==> config.mk <==
export PLATFORM = sky130hd
export DESIGN_NAME = strobe_timer
export DESIGN_NICKNAME = d
export VERILOG_FILES = /design/src/rtl/strobe_pkg.sv /design/src/rtl/unit_prescaler.sv /design/src/rtl/short_timer.sv /design/src/rtl/strobe_timer.sv
export SDC_FILE = /design/constraint.sdc
export NUM_CORES = 1
export LEC_CHECK = 0
export BUFFER_PORTS_ARGS = -buffer_cell sky130_fd_sc_hd__buf_2
export CAP_MARGIN = 0
export CORE_ASPECT_RATIO = 0.9
export CORE_MARGIN = 1
export CORE_UTILIZATION = 30
export DETAILED_ROUTE_END_ITERATION = 16
export PLACE_DENSITY_LB_ADDON = 0.25
export SKIP_LAST_GASP = 1
export SYNTH_ARGS = -nofsm -noshare
export SYNTH_HDL_FRONTEND = slang
export SYNTH_SLANG_ARGS = --single-unit
==> constraint.sdc <==
create_clock -name clk -period 6.55 [get_ports clk]
set_input_delay 0.655 -clock clk [delete_from_list [all_inputs] [get_ports clk]]
set_output_delay 0.655 -clock clk [all_outputs]
set_load 0.01 [all_outputs]
==> src/rtl/strobe_pkg.sv <==
package strobe_pkg;
    localparam int WIDTH_BITS = 7;
    typedef logic [WIDTH_BITS-1:0] width_t;

    typedef struct packed {
        width_t width;
        logic   hold;
        logic   long_act;
        logic   strobe;
    } core_state_t;
endpackage

==> src/rtl/unit_prescaler.sv <==
module unit_prescaler #(
    parameter int UNIT_CYCLES = 100
) (
    input  logic clk,
    input  logic rst_n,
    input  logic clear,
    input  logic run,
    output logic tick
);
    localparam int CW = (UNIT_CYCLES > 1) ? $clog2(UNIT_CYCLES) : 1;
    localparam logic [CW-1:0] LAST = CW'(UNIT_CYCLES - 1);

    logic [CW-1:0] cnt_d, cnt_q;

    always_comb begin
        tick  = run && (cnt_q == LAST);
        cnt_d = cnt_q;
        if (clear)
            cnt_d = '0;
        else if (run)
            cnt_d = tick ? '0 : cnt_q + CW'(1);
    end

    always_ff @(posedge clk or negedge rst_n) begin
        if (!rst_n) cnt_q <= '0;
        else        cnt_q <= cnt_d;
    end
endmodule

==> src/rtl/short_timer.sv <==
module short_timer #(
    parameter int SHORT_CYCLES = 25
) (
    input  logic clk,
    input  logic rst_n,
    input  logic start,
    output logic busy,
    output logic busy_next
);
    localparam int CW = $clog2(SHORT_CYCLES + 1);
    localparam logic [CW-1:0] LOADV = CW'(SHORT_CYCLES);

    logic [CW-1:0] cnt_d, cnt_q;

    always_comb begin
        cnt_d = cnt_q;
        if (start)
            cnt_d = LOADV;
        else if (cnt_q != '0)
            cnt_d = cnt_q - CW'(1);
        busy      = (cnt_q != '0);
        busy_next = (cnt_d != '0);
    end

    always_ff @(posedge clk or negedge rst_n) begin
        if (!rst_n) cnt_q <= '0;
        else        cnt_q <= cnt_d;
    end
endmodule

==> src/rtl/strobe_timer.sv <==
module strobe_timer
    import strobe_pkg::*;
#(
    parameter int UNIT_CYCLES  = 100,
    parameter int SHORT_CYCLES = 25
) (
    input  logic       clk,
    input  logic       rst_n,
    input  logic       wr_en,
    input  logic [7:0] wr_data,
    input  logic       trig,
    input  logic       short_mode,
    output logic       strobe
);
    core_state_t st_d, st_q;
    logic tick, start_long, start_short, short_busy, short_busy_next, active;

    // Plain views of the state, also used by the bound checker.
    width_t width_q;
    logic   hold_q, long_q;
    assign width_q = st_q.width;
    assign hold_q  = st_q.hold;
    assign long_q  = st_q.long_act;

    unit_prescaler #(.UNIT_CYCLES(UNIT_CYCLES)) u_pre (
        .clk(clk), .rst_n(rst_n), .clear(start_long), .run(st_q.long_act), .tick(tick)
    );

    short_timer #(.SHORT_CYCLES(SHORT_CYCLES)) u_short (
        .clk(clk), .rst_n(rst_n), .start(start_short),
        .busy(short_busy), .busy_next(short_busy_next)
    );

    always_comb begin
        st_d        = st_q;
        active      = st_q.long_act || short_busy;
        start_short = trig && !active && short_mode;

        // A host write takes priority over the countdown.
        if (wr_en) begin
            st_d.width = wr_data[WIDTH_BITS-1:0];
            st_d.hold  = wr_data[7];
        end else if (st_q.long_act && tick) begin
            st_d.width = st_q.width - width_t'(1);
        end

        if (st_q.long_act && (st_d.width == '0))
            st_d.long_act = 1'b0;

        start_long = trig && !active && !short_mode && (st_d.width != '0);
        if (start_long)
            st_d.long_act = 1'b1;

        st_d.strobe = st_d.hold || st_d.long_act || short_busy_next;
    end

    always_ff @(posedge clk or negedge rst_n) begin
        if (!rst_n) st_q <= '0;
        else        st_q <= st_d;
    end

    assign strobe = st_q.strobe;
endmodule

==> impl_results.md <==
- Result of the run: complete, no violations
- CTS Root Buffer Type: sky130_fd_sc_hd__clkbuf_8
- Switching component of the power: 184 µW
- Mean area per synthesized cell: 9.90 µm²
- Fin. max-slew vios: 0
- Final-stage net count: 157
- Worst-case headroom to the max-slew limit: 0.470
- Largest buffer count on any clock path: 2
- Mapped Area: 1240 µm²
- Sequential power share: 0.437
- Worst skew pair latency: 270 ps
- Dominant combinational cell family by area after synthesis: simple AND/OR/NAND/NOR gates
- Mux share of post-synthesis cell area: 0.0273
- Fraction of final layout cells with drive strength greater than 1: 0.180
- Number of flip-flops and latches in the synthesized netlist: 22
- Mean routed wirelength per cell: 12.8 µm
- Cell area after placement: 1330 µm²
- Post-CTS setup buffer count: 0
- Pint: 347 µW
- Reg2Reg Launch Point: width_q[0]$_DFF_PN0_
- Category of the critical setup timing path: flip-flop to flip-flop
- Number of buffers added on ports: 13
- Basic-gate share of the synthesized area counting and, or, nand and nor cells: 0.260
- Highest clock rate: 0.371 GHz
- Synth Area in XOR/XNOR: 0.0779
- Share of synthesized cell area in full adder, half adder and majority cells: 0.0404
- Data arrival, critical path: 2850 ps
- CTS tree: done
- Total of endpoints with negative setup slack in the final report: 0
- Routed WL: 2360 µm
- Number of antenna cells inserted: 0
- Post-synth net total: 142
- Class of the tightest hold or removal check: input pin to async pin
- Number of instances in the synthesized netlist: 125
- Count of hold buffers inserted by post-cts repair: 0
- Detailed-routing iteration count for the pre-antenna-repair pass: 4
- Compound-gate portion of the synthesized area: 0.113
- Final estimated routing congestion in global placement: 0.778
- Total global routing overflow: 0
- Leakage power summed over all cells: 0.000559 µW
- Part of the power in combinational logic: 0.323
- Setup repair after global routing missed its margin: false
- Gr usage total: 0.121
- Dpl cells: 181
- Clock sinks: 22
- Unique cell type count in the Yosys netlist: 34
- Switching fraction of total power: 0.347
- Power per unit of standard cell area: 378 nW/µm²
- R2r endpoint: strobe$_DFF_PN0_
- Via/cell ratio: 5.05
- Portion of the post-synthesis area used by sequential elements: 0.445
- Detailed Route Iter0 Violations: 36
- Depth of the CTS H-tree: 1
- Final worst path period need: 2700 ps
- Area delta synth->final: 13.5%
- Data required time of the critical path: 6700 ps
- Reg-to-reg slack, setup: 3850 ps
- Drt drc: 0
- Wire length of the first global-routing pass: 4310 µm
- Pwr Total: 531 µW
- Number of top-level pins: 14
- Area of the core region: 3840 µm²
- Measured slew at the worst slew-check pin: 784 ps
- Count of warnings emitted by yosys: 0
- Initial antenna violation count: 0
- Initial core utilization: 0.323
- Die height: 62.9 µm
- R2r worst-path depth: 8
- Clock-pin transition on the worst setup and hold timing paths: 90 ps
- Worst-case clock skew: 8.27 ps
- Post-CTS resize count: 0
- Hold Fails Final Rpt: 0
- Vias in the first global route: 918
- Most frequent standard cell in the layout excluding fill and tap cells: sky130_fd_sc_hd__dfrtp_1
- Via count: 934
- Category of the worst setup path capture point: flip-flop
- Max FO, Critical Path: 3
- Total Die Area: 4390 µm²
- Maximum vdd drop: 181 µV
- Number of placement rows: 21
- HPWL Detailed: 1780 µm
- Maximum number of pins on one net before global-route repair: 23
- X dimension of the die: 69.7 µm
- Post-route non-filler standard cell count: 185
- Tcrit/Tclk final: 0.412
- Number of nets with antenna violations after detailed routing: 0
- Startpoint class of the critical path: flip-flop
- Number of buffers created by CTS: 3
- Final Cell Area: 1410 µm²
- Max-capacitance violation count: 0
- Clock share of power: 0.240
- Top library cells by usage in the layout, fill and taps aside: sky130_fd_sc_hd__dfrtp_1, sky130_fd_sc_hd__nor2_1, sky130_fd_sc_hd__buf_2
- Setup TNS Final: 0 ps
cell type report:
cell class                      count  area (µm²)
Clock inverter                      1        30.0
Inverter                            5        18.8
Fill cell                         385        2430
Multi-Input combinational cell     95         642
Clock buffer                        3        41.3
Tap cell                           46        57.6
Sequential cell                    22         551
Timing Repair Buffer               13        65.1
logic make-up (layout without fill, tap and decap cells):
| logic type | after synthesis | after routing |
|---|---|---|
| DFF | 22 | 22 |
| AOI/OAI and AO/OA | 21 | 21 |
| xor gates and xnor gates | 11 | 11 |
| adders and majority gates | 4 | 4 |
| muxes | 3 | 3 |
| buffers and inverters | 8 | 22 |
| and+or+nand+nor | 56 | 56 |
registers in the layout (all words and copies together), names as in the netlist:
signal         cells
width_q            7
u_pre.cnt_q        7
strobe             1
u_short.cnt_q      5
hold_q             1
long_q             1
power groups by stage:
stage / Clock, µW / Sequential [µW] / Combinational, µW
finish: 128 / 232 / 172
global route: 136 / 240 / 198
CTS: 131 / 231 / 174
detailed placement: 0 / 234 / 173
global placement: 0 / 234 / 169
floorplan: 0 / 221 / 148
routing by layer:
| metal | vias to the layer above | global-route usage | wire [µm] |
|---|---|---|---|
| met2 | 12 | 0.178 | 1020 |
| li1 | 478 | - | - |
| met3 | 2 | 0.0387 | 111 |
| met5 | - | 0 | 0 |
| met1 | 442 | 0.176 | 1230 |
| met4 | 0 | 0.0150 | 6 |
stage by stage:
step            util  worst slack, ps  hold WS [ps]
6_report       0.366             3850           352
5_1_grt        0.366             3600           395
4_1_cts        0.366             3850           374
3_5_place_dp   0.348             3790           488
3_3_place_gp   0.348             3840           490
2_1_floorplan      -             4050           359
critical path: stages (launching register included):
cell	delay, ps
sky130_fd_sc_hd__dfrtp_1	400
sky130_fd_sc_hd__inv_1	80
sky130_fd_sc_hd__ha_1	160
sky130_fd_sc_hd__nor3b_1	320
sky130_fd_sc_hd__o21ai_0	160
sky130_fd_sc_hd__or3b_4	410
sky130_fd_sc_hd__or3_1	370
sky130_fd_sc_hd__o31a_1	320
sky130_fd_sc_hd__or3_1	360
cell usage after synthesis:
| cell type | number | share of area |
|---|---|---|
| sky130_fd_sc_hd__a21oi_1 | 8 | 0.032 |
| sky130_fd_sc_hd__a31oi_1 | 1 | 0.0051 |
| sky130_fd_sc_hd__and2_1 | 1 | 0.0051 |
| sky130_fd_sc_hd__and4b_1 | 1 | 0.0081 |
| sky130_fd_sc_hd__buf_6 | 2 | 0.018 |
| sky130_fd_sc_hd__clkbuf_1 | 1 | 0.0030 |
| sky130_fd_sc_hd__dfrtp_1 | 22 | 0.44 |
| sky130_fd_sc_hd__ha_1 | 4 | 0.040 |
| sky130_fd_sc_hd__inv_1 | 5 | 0.015 |
| sky130_fd_sc_hd__mux2_2 | 3 | 0.027 |
| sky130_fd_sc_hd__nand2_1 | 8 | 0.024 |
| sky130_fd_sc_hd__nand2b_1 | 4 | 0.020 |
| sky130_fd_sc_hd__nand3_1 | 3 | 0.012 |
| sky130_fd_sc_hd__nand3b_1 | 2 | 0.012 |
| sky130_fd_sc_hd__nand4_1 | 5 | 0.025 |
| sky130_fd_sc_hd__nand4b_1 | 1 | 0.0071 |
| sky130_fd_sc_hd__nor2_1 | 13 | 0.039 |
| sky130_fd_sc_hd__nor2_2 | 1 | 0.0051 |
| sky130_fd_sc_hd__nor3_1 | 8 | 0.032 |
| sky130_fd_sc_hd__nor3b_1 | 1 | 0.0061 |
| sky130_fd_sc_hd__nor3b_4 | 1 | 0.015 |
| sky130_fd_sc_hd__nor4b_1 | 1 | 0.0071 |
| sky130_fd_sc_hd__o211ai_1 | 1 | 0.0061 |
| sky130_fd_sc_hd__o21a_1 | 2 | 0.012 |
| sky130_fd_sc_hd__o21ai_0 | 3 | 0.012 |
| sky130_fd_sc_hd__o311ai_1 | 1 | 0.0071 |
| sky130_fd_sc_hd__o31a_1 | 2 | 0.014 |
| sky130_fd_sc_hd__o31a_2 | 1 | 0.0081 |
| sky130_fd_sc_hd__o32a_1 | 2 | 0.016 |
| sky130_fd_sc_hd__or3_1 | 2 | 0.010 |
| sky130_fd_sc_hd__or3b_4 | 2 | 0.018 |
| sky130_fd_sc_hd__or4_1 | 2 | 0.012 |
| sky130_fd_sc_hd__xnor2_1 | 8 | 0.057 |
| sky130_fd_sc_hd__xor2_1 | 3 | 0.021 |
worst max path at each step:
stage / from / to / slack [ps] / cells past startpoint
3_5_place_dp: wr_en / strobe$_DFF_PN0_ / 3790 / 7
3_3_place_gp: wr_en / strobe$_DFF_PN0_ / 3840 / 7
4_1_cts: width_q[0]$_DFF_PN0_ / strobe$_DFF_PN0_ / 3850 / 8
6_report: width_q[0]$_DFF_PN0_ / strobe$_DFF_PN0_ / 3850 / 8
5_1_grt: width_q[0]$_DFF_PN0_ / strobe$_DFF_PN0_ / 3600 / 8
2_1_floorplan: u_pre.cnt_q[0]$_DFFE_PN0P_ / strobe$_DFF_PN0_ / 4050 / 8
(Power assumes the default switching activity.)
